File: src/rtl/ata_seq_pkg.sv
package ata_seq_pkg;
  typedef enum logic [1:0] {
    CLS_NONDATA = 2'd0,
    CLS_READ    = 2'd1,
    CLS_WRITE   = 2'd2
  } cmd_cls_e;

  typedef enum logic [1:0] {
    ST_IDLE = 2'd0,
    ST_PREP = 2'd1,
    ST_XFER = 2'd2,
    ST_PROC = 2'd3
  } seq_st_e;
endpackage

File: src/rtl/ata_blk_sizer.sv
module ata_blk_sizer #(
  parameter int CNT_W = 8,
  localparam int REM_W = CNT_W + 1
) (
  input  logic             multi_i,
  input  logic [CNT_W-1:0] blk_i,
  input  logic [REM_W-1:0] rem_i,
  output logic [REM_W-1:0] nsec_o
);
  logic [REM_W-1:0] bs;

  always_comb begin
    bs = (blk_i == '0) ? REM_W'(1) : {1'b0, blk_i};
    if (!multi_i)       nsec_o = REM_W'(1);
    else if (bs < rem_i) nsec_o = bs;
    else                nsec_o = rem_i;
  end
endmodule

File: src/rtl/ata_word_ctr.sv
module ata_word_ctr #(
  parameter int CW = 18
) (
  input  logic          clk_i,
  input  logic          rst_ni,
  input  logic          load_i,
  input  logic [CW-1:0] load_val_i,
  input  logic          dec_i,
  output logic          end_o
);
  logic [CW-1:0] cnt_q;

  assign end_o = dec_i && (cnt_q == CW'(1));

  always_ff @(posedge clk_i or negedge rst_ni) begin
    if (!rst_ni)     cnt_q <= '0;
    else if (load_i) cnt_q <= load_val_i;
    else if (dec_i)  cnt_q <= cnt_q - CW'(1);
  end

  // a counted strobe never finds the counter empty
  p_no_underflow_r5: assert property (@(posedge clk_i) disable iff (!rst_ni)
    dec_i |-> cnt_q != '0);
endmodule

File: src/rtl/ata_pio_seq.sv
module ata_pio_seq
  import ata_seq_pkg::*;
#(
  parameter int CNT_W            = 8,
  parameter int WORDS_PER_SECTOR = 256,
  localparam int REM_W = CNT_W + 1,
  localparam int CW    = REM_W + $clog2(WORDS_PER_SECTOR) + 1
) (
  input  logic             clk_i,
  input  logic             rst_ni,
  input  logic             cmd_start_i,
  input  logic [1:0]       cmd_class_i,
  input  logic [CNT_W-1:0] sec_count_i,
  input  logic             multi_i,
  input  logic [CNT_W-1:0] blk_size_i,
  input  logic             status_rd_i,
  input  logic             word_strobe_i,
  input  logic             be_done_i,
  input  logic             be_err_i,
  output logic             be_req_o,
  output logic [REM_W-1:0] be_nsec_o,
  output logic             bsy_o,
  output logic             drq_o,
  output logic             irq_o,
  output logic             err_o
);
  seq_st_e          st_q;
  cmd_cls_e         cls_q;
  logic [REM_W-1:0] rem_q, nsec_q, sz_rem, sz_nsec, ext_rem;
  logic             multi_q, sz_multi;
  logic [CNT_W-1:0] blk_q, sz_blk;
  logic             idle, take_blk, blk_end, ctr_load, irq_set;
  logic [REM_W-1:0] ld_nsec;

  assign idle     = (st_q == ST_IDLE);
  assign bsy_o    = (st_q == ST_PREP) || (st_q == ST_PROC);
  assign drq_o    = (st_q == ST_XFER);
  assign be_req_o = bsy_o;
  assign be_nsec_o = nsec_q;

  always_comb begin
    ext_rem  = (sec_count_i == '0) ? (REM_W'(1) << CNT_W) : {1'b0, sec_count_i};
    sz_rem   = idle ? ext_rem : rem_q;
    sz_multi = idle ? multi_i : multi_q;
    sz_blk   = idle ? blk_size_i : blk_q;
  end

  ata_blk_sizer #(.CNT_W(CNT_W)) u_sizer (
    .multi_i(sz_multi), .blk_i(sz_blk), .rem_i(sz_rem), .nsec_o(sz_nsec)
  );

  // a new block is taken at command start, after a read block, or after write processing
  always_comb begin
    take_blk = (idle && cmd_start_i)
            || (st_q == ST_XFER && blk_end && cls_q == CLS_READ && !err_o && rem_q != '0)
            || (st_q == ST_PROC && be_done_i && !be_err_i && rem_q != '0);
    ctr_load = (st_q == ST_PREP && be_done_i && cls_q != CLS_NONDATA)
            || (st_q == ST_PROC && be_done_i && !be_err_i && rem_q != '0);
    ld_nsec  = (st_q == ST_PROC) ? sz_nsec : nsec_q;
    irq_set  = be_done_i && ((st_q == ST_PROC)
            || (st_q == ST_PREP && cls_q != CLS_WRITE));
  end

  ata_word_ctr #(.CW(CW)) u_ctr (
    .clk_i(clk_i), .rst_ni(rst_ni),
    .load_i(ctr_load),
    .load_val_i(CW'(ld_nsec) * CW'(WORDS_PER_SECTOR)),
    .dec_i(word_strobe_i && drq_o),
    .end_o(blk_end)
  );

  always_ff @(posedge clk_i or negedge rst_ni) begin
    if (!rst_ni) begin
      st_q <= ST_IDLE; cls_q <= CLS_NONDATA;
      rem_q <= '0; nsec_q <= '0; multi_q <= 1'b0; blk_q <= '0;
      irq_o <= 1'b0; err_o <= 1'b0;
    end else begin
      if (take_blk) begin
        nsec_q <= sz_nsec;
        rem_q  <= sz_rem - sz_nsec;
      end
      if (irq_set)          irq_o <= 1'b1;
      else if (status_rd_i) irq_o <= 1'b0;
      unique case (st_q)
        ST_IDLE: if (cmd_start_i) begin
          st_q    <= ST_PREP;
          cls_q   <= (cmd_class_i == 2'd1) ? CLS_READ :
                     (cmd_class_i == 2'd2) ? CLS_WRITE : CLS_NONDATA;
          multi_q <= multi_i;
          blk_q   <= blk_size_i;
          irq_o   <= 1'b0;
          err_o   <= 1'b0;
        end
        ST_PREP: if (be_done_i) begin
          if (cls_q == CLS_NONDATA) begin
            st_q  <= ST_IDLE;
            err_o <= be_err_i;
          end else begin
            st_q <= ST_XFER;
            if (cls_q == CLS_READ) err_o <= be_err_i;
          end
        end
        ST_XFER: if (blk_end) begin
          if (cls_q == CLS_WRITE)               st_q <= ST_PROC;
          else if (!err_o && rem_q != '0)       st_q <= ST_PREP;
          else                                  st_q <= ST_IDLE;
        end
        ST_PROC: if (be_done_i) begin
          if (be_err_i) begin
            st_q  <= ST_IDLE;
            err_o <= 1'b1;
          end else if (rem_q != '0) st_q <= ST_XFER;
          else                      st_q <= ST_IDLE;
        end
        default: st_q <= ST_IDLE;
      endcase
    end
  end

  // an accepted start makes the device busy with no stale interrupt
  p_start_busy_r2: assert property (@(posedge clk_i) disable iff (!rst_ni)
    (cmd_start_i && !bsy_o && !drq_o) |=> (bsy_o && !irq_o && !err_o));

  // status read without a completing event clears the interrupt
  p_irq_clear_r3: assert property (@(posedge clk_i) disable iff (!rst_ni)
    (status_rd_i && !be_done_i && !(cmd_start_i && idle)) |=> !irq_o);

  // the first write data request comes without an interrupt
  p_write_silent_r7: assert property (@(posedge clk_i) disable iff (!rst_ni)
    (st_q == ST_PREP && be_done_i && cls_q == CLS_WRITE) |=> (drq_o && !irq_o));

  // write processing error ends the command
  p_err_stop_r11: assert property (@(posedge clk_i) disable iff (!rst_ni)
    (st_q == ST_PROC && be_done_i && be_err_i) |=> (!bsy_o && !drq_o && irq_o && err_o));

  // a start while active leaves the phase unchanged
  p_ignore_start_r12: assert property (@(posedge clk_i) disable iff (!rst_ni)
    (cmd_start_i && drq_o && !word_strobe_i) |=> drq_o);
endmodule

File: config.mk
export PLATFORM = sky130hd
export DESIGN_NAME = ata_pio_seq
export DESIGN_NICKNAME = d
export VERILOG_FILES = /design/src/rtl/ata_seq_pkg.sv /design/src/rtl/ata_blk_sizer.sv /design/src/rtl/ata_word_ctr.sv /design/src/rtl/ata_pio_seq.sv
export SDC_FILE = /design/constraint.sdc
export NUM_CORES = 1
export LEC_CHECK = 0
export ABC_AREA = 1
export BUFFER_PORTS_ARGS = -buffer_cell sky130_fd_sc_hd__buf_2
export CORE_ASPECT_RATIO = 0.5
export CORE_MARGIN = 1.5
export CORE_UTILIZATION = 50
export DETAILED_ROUTE_END_ITERATION = 8
export PLACE_DENSITY_LB_ADDON = 0.08
export SLEW_MARGIN = 10
export SYNTH_ARGS = -nofsm -noshare
export SYNTH_HDL_FRONTEND = slang
export SYNTH_SLANG_ARGS = --single-unit
File: constraint.sdc
create_clock -name clk_i -period 4.6 [get_ports clk_i]
set_clock_uncertainty 0.1 [all_clocks]
set_input_delay 0.46 -clock clk_i [delete_from_list [all_inputs] [get_ports clk_i]]
set_output_delay 0.46 -clock clk_i [all_outputs]
set_load 0.05 [all_outputs]
==> out/results.md, run 1 <==
| Quantity | Value | Unit |
|---|---|---|
| Outcome | finished, final reports clean | - |
| Cell class contributing the biggest share of worst-path delay | simple AND/OR/NAND/NOR gates | - |
| GRT overflow | 0 | - |
| Area contributors post-synth | sky130_fd_sc_hd__dfrtp_1 35%, sky130_fd_sc_hd__nand2_1 13%, sky130_fd_sc_hd__inv_1 7.8% | - |
| Final setup margin | 461 | ps |
| H-Tree Level Count | 2 | - |
| # rows | 21 | - |
| Clock tree from TritonCTS | done | - |
| Initial core utilization | 52.7 | % |
| Routed via count divided by cell count | 5.23 | - |
| Most numerous cell on the critical path | sky130_fd_sc_hd__nand2_1 | - |
| Fraction of synthesis flops using an asynchronous set or reset pin | 100 | % |
| Synth top area share | 35.4 | % |
| CP required | 4680 | ps |
| CP endpoint kind | register | - |
| Clock root buffer | sky130_fd_sc_hd__clkbuf_16 | - |
| Part of the Yosys area used for sequential elements | 35.4 | % |
| Total clock buffers created by CTS | 5 | - |
| Number of global-route vias before repair | 3,101 | - |
| Final critical delay including setup and external delays | 4140 | ps |
| Unrepaired setup endpoints after global routing | no | - |
| Register bit total from synthesis | 51 | - |
| GRT Overall Usage | 24.1 | % |
| Worst Setup Path Type | reg -> reg | - |
| Worst max-slew margin expressed relative to the limit | 30.2 | % |
| Core ar. | 6830 | sq um |
| Final-layout worst hold slack | 161 | ps |
| Number of antenna violations at the first check in global routing | 0 | - |
| Clock Sink Count | 51 | - |
| Die area | 7760 | sq um |
| Count of pins over their slew limit | 0 | - |
| Largest area contributor in the synthesized netlist | sky130_fd_sc_hd__dfrtp_1 | - |
| Aggregate routed wire length | 8620 | um |
| Vias post-DR | 3,306 | - |
| Wirelength per Cell | 13.6 | um |
| Count of nets left with antenna violations after detail routing | 0 | - |
| P&R area growth vs syn | 12.9 | % |
| Number of port buffers | 39 | - |
| Worst slack, placed | 258 | ps |
| DRC viols | 0 | - |
| Actual slew at the worst max-slew pin | 1040 | ps |
| Number of antenna repair diodes | 0 | - |
| Number of DRC violations after detailed-routing iteration 0 | 252 | - |
| Synthesized cell area | 3600 | sq um |
| Number of synthesized flops with an enable pin | 0 | - |
| Hold buffers post-CTS | 0 | - |
| Total area of sequential cells | 1280 | sq um |
| Post-CTS resize count | 0 | - |
| Critical path arrival | 4220 | ps |
| Cell at the slowest stage of the critical path | sky130_fd_sc_hd__dfrtp_2 | - |
| Post-route fraction of the period consumed by the critical path | 90.0 | % |
| Post-Place Cells | 623 | - |
| Placed wire-length estimate | 6280 | um |
| Routability Congestion | 0.882 | - |
| Die outline width | 123 | um |
| Achievable frequency | 242 | MHz |
| Worst skew pair latency | 300 | ps |
| Clock input transition at the sequential cells of the worst setup and hold paths | 70 | ps |
| Post-CTS Setup Repair Bufs | 0 | - |
| Die Height | 63.0 | um |
| Most frequently used flop master after synthesis | sky130_fd_sc_hd__dfrtp_1 | - |
| Filler instances | 676 | - |
| Maximum single-stage delay on the critical path | 480 | ps |
| Final hold vios | 0 | - |
| Type of element launching the critical path | register | - |
| Fin nets | 583 | - |
| Reported max-cap violation count | 0 | - |
| IO Count | 40 | - |
| Average cell area after synthesis | 7.18 | sq um |
| Global-route wire length before repair | 14,700 | um |
| Number of failing setup endpoints in the final timing report | 0 | - |
| Fraction of layout instances using a drive strength above 1 | 16.3 | % |
| Ys Warns | 0 | - |
| Net count after synthesis | 546 | - |
| Maximum number of pins on one net before global-route repair | 52 | - |
| Class of the most critical hold timing path | in -> async | - |
| Unique masters post-synth | 43 | - |
| Non-filler instance count after layout | 632 | - |
| Sum of buffers and inverters on the critical path | 4 | - |
| Multi-input logic area | 1970 | sq um |
| Number of buffers on the longest clock path | 2 | - |
| Setup TNS | 0 | ps |
| Mapped Cells | 502 | - |
| DR pass1 iterations | 5 | - |
| Crit Path Max Fanout | 11 | - |
-- final timing paths --
path                           startpoint  cells after the start              to  slack (ps)
max in group asynchronous          rst_ni                      2         st_q[0]        3750
setup / recovery                  st_q[1]                     28        rem_q[8]         460
min in group clk_i         cmd_class_i[0]                      2        cls_q[1]         250
hold reg to reg                   multi_q                      2         multi_q         390
hold / removal                     rst_ni                      2  u_ctr.cnt_q[2]         160
setup reg to reg                  st_q[1]                     28        rem_q[8]         460
-- metrics by stage --
step / area [sq um] / util [%]
4_1_cts: 4040 / 59.1
5_1_grt: 4070 / 59.6
6_report: 4070 / 59.6
3_5_place_dp: 3860 / 56.5
2_1_floorplan: 3600 / -
3_3_place_gp: 3860 / 56.5
-- final cells by class --
cell class / count / area share, %
multi-input cells: 359 / 48.5
clock inverters: 2 / 0.953
well taps: 92 / 2.83
clock buffers: 6 / 3.41
flip-flops and latches: 51 / 31.4
repair buffers: 43 / 5.57
inverters: 79 / 7.35
-- Yosys cell counts (2+ instances only) --
cell / n
sky130_fd_sc_hd__nand3_2: 5
sky130_fd_sc_hd__nor4_1: 2
sky130_fd_sc_hd__clkbuf_1: 3
sky130_fd_sc_hd__xnor2_1: 2
sky130_fd_sc_hd__a31oi_1: 2
sky130_fd_sc_hd__o22ai_1: 4
sky130_fd_sc_hd__nand3_1: 37
sky130_fd_sc_hd__ha_1: 17
sky130_fd_sc_hd__nor2_2: 3
sky130_fd_sc_hd__o21ai_1: 3
sky130_fd_sc_hd__a21oi_1: 21
sky130_fd_sc_hd__buf_2: 5
sky130_fd_sc_hd__dfrtp_1: 51
sky130_fd_sc_hd__or2_2: 2
sky130_fd_sc_hd__o21ai_2: 7
sky130_fd_sc_hd__inv_2: 3
sky130_fd_sc_hd__o21ai_0: 42
sky130_fd_sc_hd__nand4_1: 9
sky130_fd_sc_hd__buf_4: 2
sky130_fd_sc_hd__nand2_2: 6
sky130_fd_sc_hd__buf_6: 2
sky130_fd_sc_hd__nor3_1: 5
sky130_fd_sc_hd__inv_1: 75
sky130_fd_sc_hd__nor2_1: 43
sky130_fd_sc_hd__nand2_1: 120
sky130_fd_sc_hd__o21a_1: 3
sky130_fd_sc_hd__o31ai_1: 2
sky130_fd_sc_hd__nand2_4: 3
sky130_fd_sc_hd__xor2_1: 6
sky130_fd_sc_hd__nand3b_1: 4
-- flip-flops by register name, summed over array words and instances (netlist names) --
| name | flops |
|---|---|
| u_ctr.cnt_q | 18 |
| be_nsec_o | 9 |
| cls_q | 2 |
| rem_q | 9 |
| irq_o | 1 |
| st_q | 2 |
| blk_q | 8 |
| multi_q | 1 |
| err_o | 1 |
-- cells by family (layout without fill, tap and decap cells) --
logic type,count (synthesis),in the layout,synth area share (%)
adders and majority gates,18,18,6.46
DFF,51,51,35.4
buffers and inverters,92,130,10.5
and+or+nand+nor,242,242,31.2
xor gates and xnor gates,8,8,1.94
AOI/OAI and AO/OA,91,91,14.5
-- per-layer routing --
metal | share of wire (%) | global-route usage, % | routed length [um]
met1 | 52 | 35.6 | 4490
met2 | 41 | 35.7 | 3570
met3 | 5.5 | 5.47 | 476
met4 | 0.97 | 6.03 | 84
met5 | 0 | 0 | 0
-- worst register-to-register path: cells and delay by family (launching register included) --
| family | cells | cell delay, ps |
|---|---|---|
| buffers and inverters | 4 | 360 |
| adder cells (fa/ha/maj) | 3 | 850 |
| AND/OR/NAND/NOR | 17 | 1730 |
| flip-flops | 1 | 480 |
| AO/OA/AOI/OAI | 4 | 480 |
-- cells in the final DEF, fill, tap and decap left out, types with 6 or more instances in the layout --
| cell | count |
|---|---|
| sky130_fd_sc_hd__a21oi_1 | 20 |
| sky130_fd_sc_hd__nand2_2 | 6 |
| sky130_fd_sc_hd__inv_1 | 75 |
| sky130_fd_sc_hd__nand3_1 | 36 |
| sky130_fd_sc_hd__nor2_1 | 43 |
| sky130_fd_sc_hd__nand4_1 | 9 |
| sky130_fd_sc_hd__o21ai_1 | 6 |
| sky130_fd_sc_hd__dfrtp_1 | 49 |
| sky130_fd_sc_hd__xor2_1 | 6 |
| sky130_fd_sc_hd__o21ai_2 | 7 |
| sky130_fd_sc_hd__buf_2 | 40 |
| sky130_fd_sc_hd__o21ai_0 | 39 |
| sky130_fd_sc_hd__ha_1 | 17 |
| sky130_fd_sc_hd__nand2_1 | 120 |
Power of run 1 is not shown: default switching activity piles up to over one toggle a cycle in this logic, so the estimate is an artifact.
==> run 2: changes to the inputs <==
==> constraint.sdc (replaced) <==
create_clock -name clk_i -period 3.9 [get_ports clk_i]
set_clock_uncertainty 0.1 [all_clocks]
set_input_delay 0.39 -clock clk_i [delete_from_list [all_inputs] [get_ports clk_i]]
set_output_delay 0.39 -clock clk_i [all_outputs]
set_load 0.05 [all_outputs]
==> run 2 against run 1 <==
Non-clock buffer count rose by 28. Die area is the same. Worst hold slack got worse by 120 ps. Core utilization grew 6.7 points. Critical path depth did not move.
==> out/results.md, run 2 (synthesis gave the netlist of run 1 again) <==
| Quantity | Value | Unit | Change |
|---|---|---|---|
| Crit Path Max Fanout | 11 | - | unchanged |
| Reported max-cap violation count | 0 | - | unchanged |
| CP endpoint kind | register | - |  |
| Fraction of layout instances using a drive strength above 1 | 27.1 | % | +11 points |
| Number of port buffers | 39 | - | unchanged |
| Critical path arrival | 3990 | ps | -230 ps |
| Worst Setup Path Type | reg -> reg | - |  |
| Type of element launching the critical path | register | - |  |
| Clock tree from TritonCTS | done | - |  |
| Wirelength per Cell | 14.9 | um | +8.9% |
| Highest-count cells in the layout ignoring fill and taps | 110 x sky130_fd_sc_hd__nand2_1, 67 x sky130_fd_sc_hd__inv_1, 51 x sky130_fd_sc_hd__dfrtp_1, 42 x sky130_fd_sc_hd__nor2_1, 39 x sky130_fd_sc_hd__buf_2 | - |  |
| Die outline width | 123 | um | unchanged |
| IO Count | 40 | - | unchanged |
| Achievable frequency | 257 | MHz | +6.3% |
| Count of nets left with antenna violations after detail routing | 0 | - | unchanged |
| # rows | 21 | - | unchanged |
| Placed wire-length estimate | 6550 | um | +4.3% |
| GRT Overall Usage | 24.4 | % | +0.29 points |
| Final instance area | 4530 | sq um | +11% |
| Die area | 7760 | sq um | unchanged |
| Final hold vios | 0 | - | unchanged |
| Total clock buffers created by CTS | 5 | - | unchanged |
| Die Height | 63.0 | um | unchanged |
| CP required | 4000 | ps | -680 ps |
| Leading cell type in the layout, fill and taps excluded | sky130_fd_sc_hd__nand2_1 | - |  |
| Number of global-route vias before repair | 3,086 | - | -0.48% |
| GRT overflow | 0 | - | unchanged |
| Most numerous cell on the critical path | sky130_fd_sc_hd__nand2_2 | - |  |
| Setup TNS | 0 | ps | unchanged |
| Vias post-DR | 3,533 | - | +6.9% |
| Cell Area, Placed | 3950 | sq um | +2.4% |
| Routability Congestion | 0.913 | - | +3.6% |
| Initial core utilization | 52.7 | % | unchanged |
| Worst max-slew margin expressed relative to the limit | 51.1 | % | +21 points |
| Number of antenna violations at the first check in global routing | 0 | - | unchanged |
| Clock input transition at the sequential cells of the worst setup and hold paths | 70 | ps | about the same |
| Class of the most critical hold timing path | in -> async | - |  |
| Fin nets | 611 | - | +4.8% |
| Final critical delay including setup and external delays | 3890 | ps | -245 ps |
| Number of antenna repair diodes | 0 | - | unchanged |
| Cell at the slowest stage of the critical path | sky130_fd_sc_hd__dfrtp_1 | - |  |
| Actual slew at the worst max-slew pin | 733 | ps | -310 ps |
| Clock Sink Count | 51 | - | unchanged |
| Number of buffers on the longest clock path | 2 | - | unchanged |
| Number of DRC violations after detailed-routing iteration 0 | 303 | - | +20% |
| Final-layout worst hold slack | 45.6 | ps | -115 ps |
| Core ar. | 6830 | sq um | unchanged |
| DR pass1 iterations | 5 | - | unchanged |
| Post-route fraction of the period consumed by the critical path | 99.8 | % | +9.9 points |
| Unrepaired setup endpoints after global routing | yes | - |  |
| Outcome | finished, final reports clean | - |  |
| P&R area growth vs syn | 25.6 | % |  |
| Count of pins over their slew limit | 0 | - | unchanged |
| Flip-flop count of the largest register, all copies and words added | 18 | - | unchanged |
| Global-route wire length before repair | 14,800 | um | +0.99% |
| Maximum number of pins on one net before global-route repair | 32 | - | -38% |
| Number of failing setup endpoints in the final timing report | 0 | - | unchanged |
| Largest reg by FF count | u_ctr.cnt_q | - |  |
| Worst skew pair latency | 300 | ps | about the same |
| Filler instances | 617 | - | -8.7% |
| H-Tree Level Count | 2 | - | unchanged |
| Routed via count divided by cell count | 5.35 | - | +2.3% |
| DRC viols | 0 | - | unchanged |
| Clock root buffer | sky130_fd_sc_hd__clkbuf_16 | - |  |
| Aggregate routed wire length | 9800 | um | +14% |
| Maximum single-stage delay on the critical path | 430 | ps | -50 ps |
run 2: cell types whose count changed in the layout (fill, tap and decap cells not counted), moves of 5 or more:
cell / change
sky130_fd_sc_hd__nand2_2: +8
sky130_fd_sc_hd__ha_1: -8
sky130_fd_sc_hd__nand2_1: -10
sky130_fd_sc_hd__o21ai_0: -6
sky130_fd_sc_hd__nand3_2: +5
sky130_fd_sc_hd__inv_2: +7
sky130_fd_sc_hd__nand3_1: -5
sky130_fd_sc_hd__inv_1: -8
sky130_fd_sc_hd__ha_4: +8
sky130_fd_sc_hd__buf_4: +26
run 2: area by class of cell:
cell class | instances | area [sq um] | share of cell area [%]
Multi-Input combinational cell | 359 | 2190 | 48.4
Sequential cell | 51 | 1280 | 28.2
Timing Repair Buffer | 71 | 489 | 10.8
Inverter | 79 | 302 | 6.66
Clock buffer | 6 | 139 | 3.07
Tap cell | 92 | 115 | 2.54
Clock inverter | 2 | 16.3 | 0.359
run 2: stage by stage:
stage,utilization (%),setup WS (ps),instances
CTS,60.9,2.93,643
global route,66.2,-200,660
global placement,57.8,-13.8,633
finish,66.2,6.39,660
floorplan,-,0.660,502
detailed placement,57.8,-66.0,633
run 2: layer usage:
| layer | wire length (um) | track usage, % |
|---|---|---|
| met2 | 4420 | 37.6 |
| met3 | 521 | 4.11 |
| met4 | 74 | 4.74 |
| met5 | 0 | 0 |
| met1 | 4790 | 36.2 |
run 2: path summary, 6_finish.rpt:
kind                                       end           start  slack (ps)  cells past startpoint
worst max register to register        rem_q[8]         st_q[1]           6                     28
min in group clk_i                    cls_q[1]  cmd_class_i[0]         180                      2
worst min register to register         multi_q         multi_q         390                      2
worst max-delay path                  rem_q[8]         st_q[1]           6                     28
max in group asynchronous             rem_q[3]          rst_ni        2880                      2
worst min-delay path            u_ctr.cnt_q[6]          rst_ni          50                      1
run 2: critical path: cells and delay by family, from the launching register on:
kind,cells,cell delay (ps)
AOI/OAI and AO/OA,4,430
adders and majority gates,3,800
buffers and inverters,5,460
DFF,1,430
and+or+nand+nor,16,1580
run 2: what timing repair did:
item | in CTS | in global routing
endpoints found under the setup margin | 2 | 5
cloned | 1 | 1
pin swaps | 1 | 19
hold buffers | 0 | 0
setup buffers | 1 | 16
resized for setup | 4 | 58
Power of run 2 is left out for the same reason.
==> run 3: changes to the inputs <==
--- a/config.mk
+++ b/config.mk
@@ -11,7 +11,7 @@
 export CORE_MARGIN = 1.5
 export CORE_UTILIZATION = 50
 export DETAILED_ROUTE_END_ITERATION = 8
-export PLACE_DENSITY_LB_ADDON = 0.08
+export PLACE_DENSITY = 0.78
 export SLEW_MARGIN = 10
 export SYNTH_ARGS = -nofsm -noshare
 export SYNTH_HDL_FRONTEND = slang
==> run 3 against run 2 <==
The run now ends with negative setup slack left. Critical path depth is the same. First-iteration DRC count grew 19%. Design area grew 0.36%. Critical endpoint unchanged. Die area is the same. Core utilization grew 0.24 points. Maximum frequency shrank 2.8%. Wire length grew 2.8%. Worst hold slack gained 31 ps. Count of clock-buffer cells in the layout is the same. Register-to-register slack lost 110 ps. Sequential share of layout area is essentially flat. Setup slack lost 110 ps.
==> out/results.md, run 3 (synthesis gave the netlist of run 1 again) <==
| Quantity | Value | Unit | Change |
|---|---|---|---|
| H-Tree Level Count | 2 | - | unchanged |
| Fin nets | 611 | - | unchanged |
| Crit Path Max Fanout | 7 | - | -4 |
| Number of global-route vias before repair | 3,144 | - | +1.9% |
| Cell at the slowest stage of the critical path | sky130_fd_sc_hd__dfrtp_2 | - |  |
| DRC viols | 0 | - | unchanged |
| Clock input transition at the sequential cells of the worst setup and hold paths | 70 | ps | about the same |
| Origin of the critical flop-to-flop path | st_q[1] | - |  |
| Routed via count divided by cell count | 5.51 | - | +2.9% |
| Maximum single-stage delay on the critical path | 450 | ps | +20 ps |
| Die outline width | 123 | um | unchanged |
| Non-filler instance count after layout | 660 | - | unchanged |
| Number of antenna violations at the first check in global routing | 0 | - | unchanged |
| Outcome | complete, but fails checks | - |  |
| Post-route fraction of the period consumed by the critical path | 103 | % | +2.9 points |
| Most numerous cell on the critical path | sky130_fd_sc_hd__nand2_2 | - |  |
| Flip-flop count of the largest register, all copies and words added | 18 | - | unchanged |
| Wirelength per Cell | 15.3 | um | +2.8% |
| Clock tree from TritonCTS | done | - |  |
| Number of antenna repair diodes | 0 | - | unchanged |
| Final critical delay including setup and external delays | 4010 | ps | +113 ps |
| Number of DRC violations after detailed-routing iteration 0 | 360 | - | +19% |
| Worst Setup Path Type | reg -> reg | - |  |
| Die Height | 63.0 | um | unchanged |
| CP endpoint kind | register | - |  |
| Number of cell instances on the worst register-to-register path | 28 | - | unchanged |
| Aggregate routed wire length | 10,100 | um | +2.8% |
| Clock Sink Count | 51 | - | unchanged |
| Final hold vios | 0 | - | unchanged |
| Highest-count cells in the layout ignoring fill and taps | 107 x sky130_fd_sc_hd__nand2_1, 66 x sky130_fd_sc_hd__inv_1, 49 x sky130_fd_sc_hd__dfrtp_1, 42 x sky130_fd_sc_hd__nor2_1, 39 x sky130_fd_sc_hd__buf_2 | - |  |
| Count of nets left with antenna violations after detail routing | 0 | - | unchanged |
| Final-layout worst hold slack | 76.7 | ps | +31.1 ps |
| Global-route wire length before repair | 14,900 | um | +0.74% |
| Total clock buffers created by CTS | 5 | - | unchanged |
| DR pass1 iterations | 5 | - | unchanged |
| Largest reg by FF count | u_ctr.cnt_q | - |  |
| Number of failing setup endpoints in the final timing report | 1 | - | +1 |
| Clock root buffer | sky130_fd_sc_hd__clkbuf_16 | - |  |
| Placed wire-length estimate | 6450 | um | -1.6% |
| Fraction of layout instances using a drive strength above 1 | 28.7 | % | +1.6 points |
| Unrepaired setup endpoints after global routing | yes | - |  |
| Initial core utilization | 52.7 | % | unchanged |
| # rows | 21 | - | unchanged |
| Number of port buffers | 39 | - | unchanged |
| Achievable frequency | 250 | MHz | -2.8% |
| CP required | 4000 | ps | about the same |
| Vias post-DR | 3,634 | - | +2.9% |
| GRT overflow | 0 | - | unchanged |
| Type of element launching the critical path | register | - |  |
| Core ar. | 6830 | sq um | unchanged |
| Class of the most critical hold timing path | in -> async | - |  |
| Count of pins over their slew limit | 0 | - | unchanged |
| GRT Overall Usage | 24.6 | % | +0.13 points |
| P&R area growth vs syn | 26.0 | % |  |
| Worst skew pair latency | 300 | ps | about the same |
| Actual slew at the worst max-slew pin | 1160 | ps | +430 ps |
| Violations in the final reports | negative setup slack | - |  |
| Routability Congestion | 0.900 | - | -1.4% |
| Worst max-slew margin expressed relative to the limit | 21.7 | % | -29 points |
| IO Count | 40 | - | unchanged |
| Post-Place Cells | 632 | - | -0.16% |
| Maximum number of pins on one net before global-route repair | 35 | - | +9.4% |
| Reported max-cap violation count | 0 | - | unchanged |
| Final setup margin | -107 | ps | -113 ps |
| Reg-to-reg slack, setup | -110 | ps | -110 ps |
| Leading cell type in the layout, fill and taps excluded | sky130_fd_sc_hd__nand2_1 | - |  |
| Die area | 7760 | sq um | unchanged |
| Critical path arrival | 4100 | ps | +110 ps |
| Destination of the worst register-to-register timing path | rem_q[8] | - |  |
| Number of buffers on the longest clock path | 2 | - | unchanged |
==> run 3: area by class of cell <==
cell class                 count  area, sq um
tap                           92          115
multi-input combinational    359         2200
timing repair buffer          71          493
clock buffer                   6          139
fill                         545         2290
sequential                    51         1280
inverter                      79          299
clock inverter                 2         16.3
==> run 3: through the flow <==
stage / util (%) / TNS [ps] / setup slack [ps] / cell area [sq um]
2_1_floorplan: - / 0 / 0.660 / 3610
3_3_place_gp: 57.7 / 0 / 47.3 / 3940
3_5_place_dp: 57.7 / -91.7 / -91.7 / 3940
4_1_cts: 61.0 / 0 / 11.5 / 4160
5_1_grt: 66.5 / -471 / -274 / 4540
6_report: 66.5 / -107 / -107 / 4540
==> run 3: layer usage <==
layer  vias to the layer above  global-route usage (%)  wire (um)
met5                         -                       0          0
met4                         0                    5.60        286
met3                        34                    4.74        633
met2                       144                    38.2       4600
met1                      1702                    35.4       4550
li1                       1754                       -          -
==> run 3: worst max-delay path, delay by kind of cell (launching register included) <==
kind,cells,cell delay (ps)
compound gates,4,390
fa+ha+maj,3,830
flops,1,450
simple gates,17,1730
buf+inv,4,380
==> run 3: worst max path at each step <==
| stage | cells past startpoint | start | slack (ps) | to |
|---|---|---|---|---|
| 3_5_place_dp | 31 | st_q[1] | -90 | rem_q[8] |
| 5_1_grt | 28 | st_q[1] | -270 | rem_q[8] |
| 4_1_cts | 28 | st_q[0] | 10 | rem_q[8] |
| 3_3_place_gp | 25 | st_q[1] | 50 | rem_q[7] |
| 6_report | 28 | st_q[1] | -110 | rem_q[8] |
| 2_1_floorplan | 33 | st_q[1] | 0.7 | rem_q[8] |
==> run 3: timing repair <==
action,in CTS,in global routing
setup buffers,1,17
endpoints found under the setup margin,1,5
pin swaps,4,28
cloned,1,1
hold buffers,0,0
resized for setup,8,63
Power of run 3 is left out for the same reason.
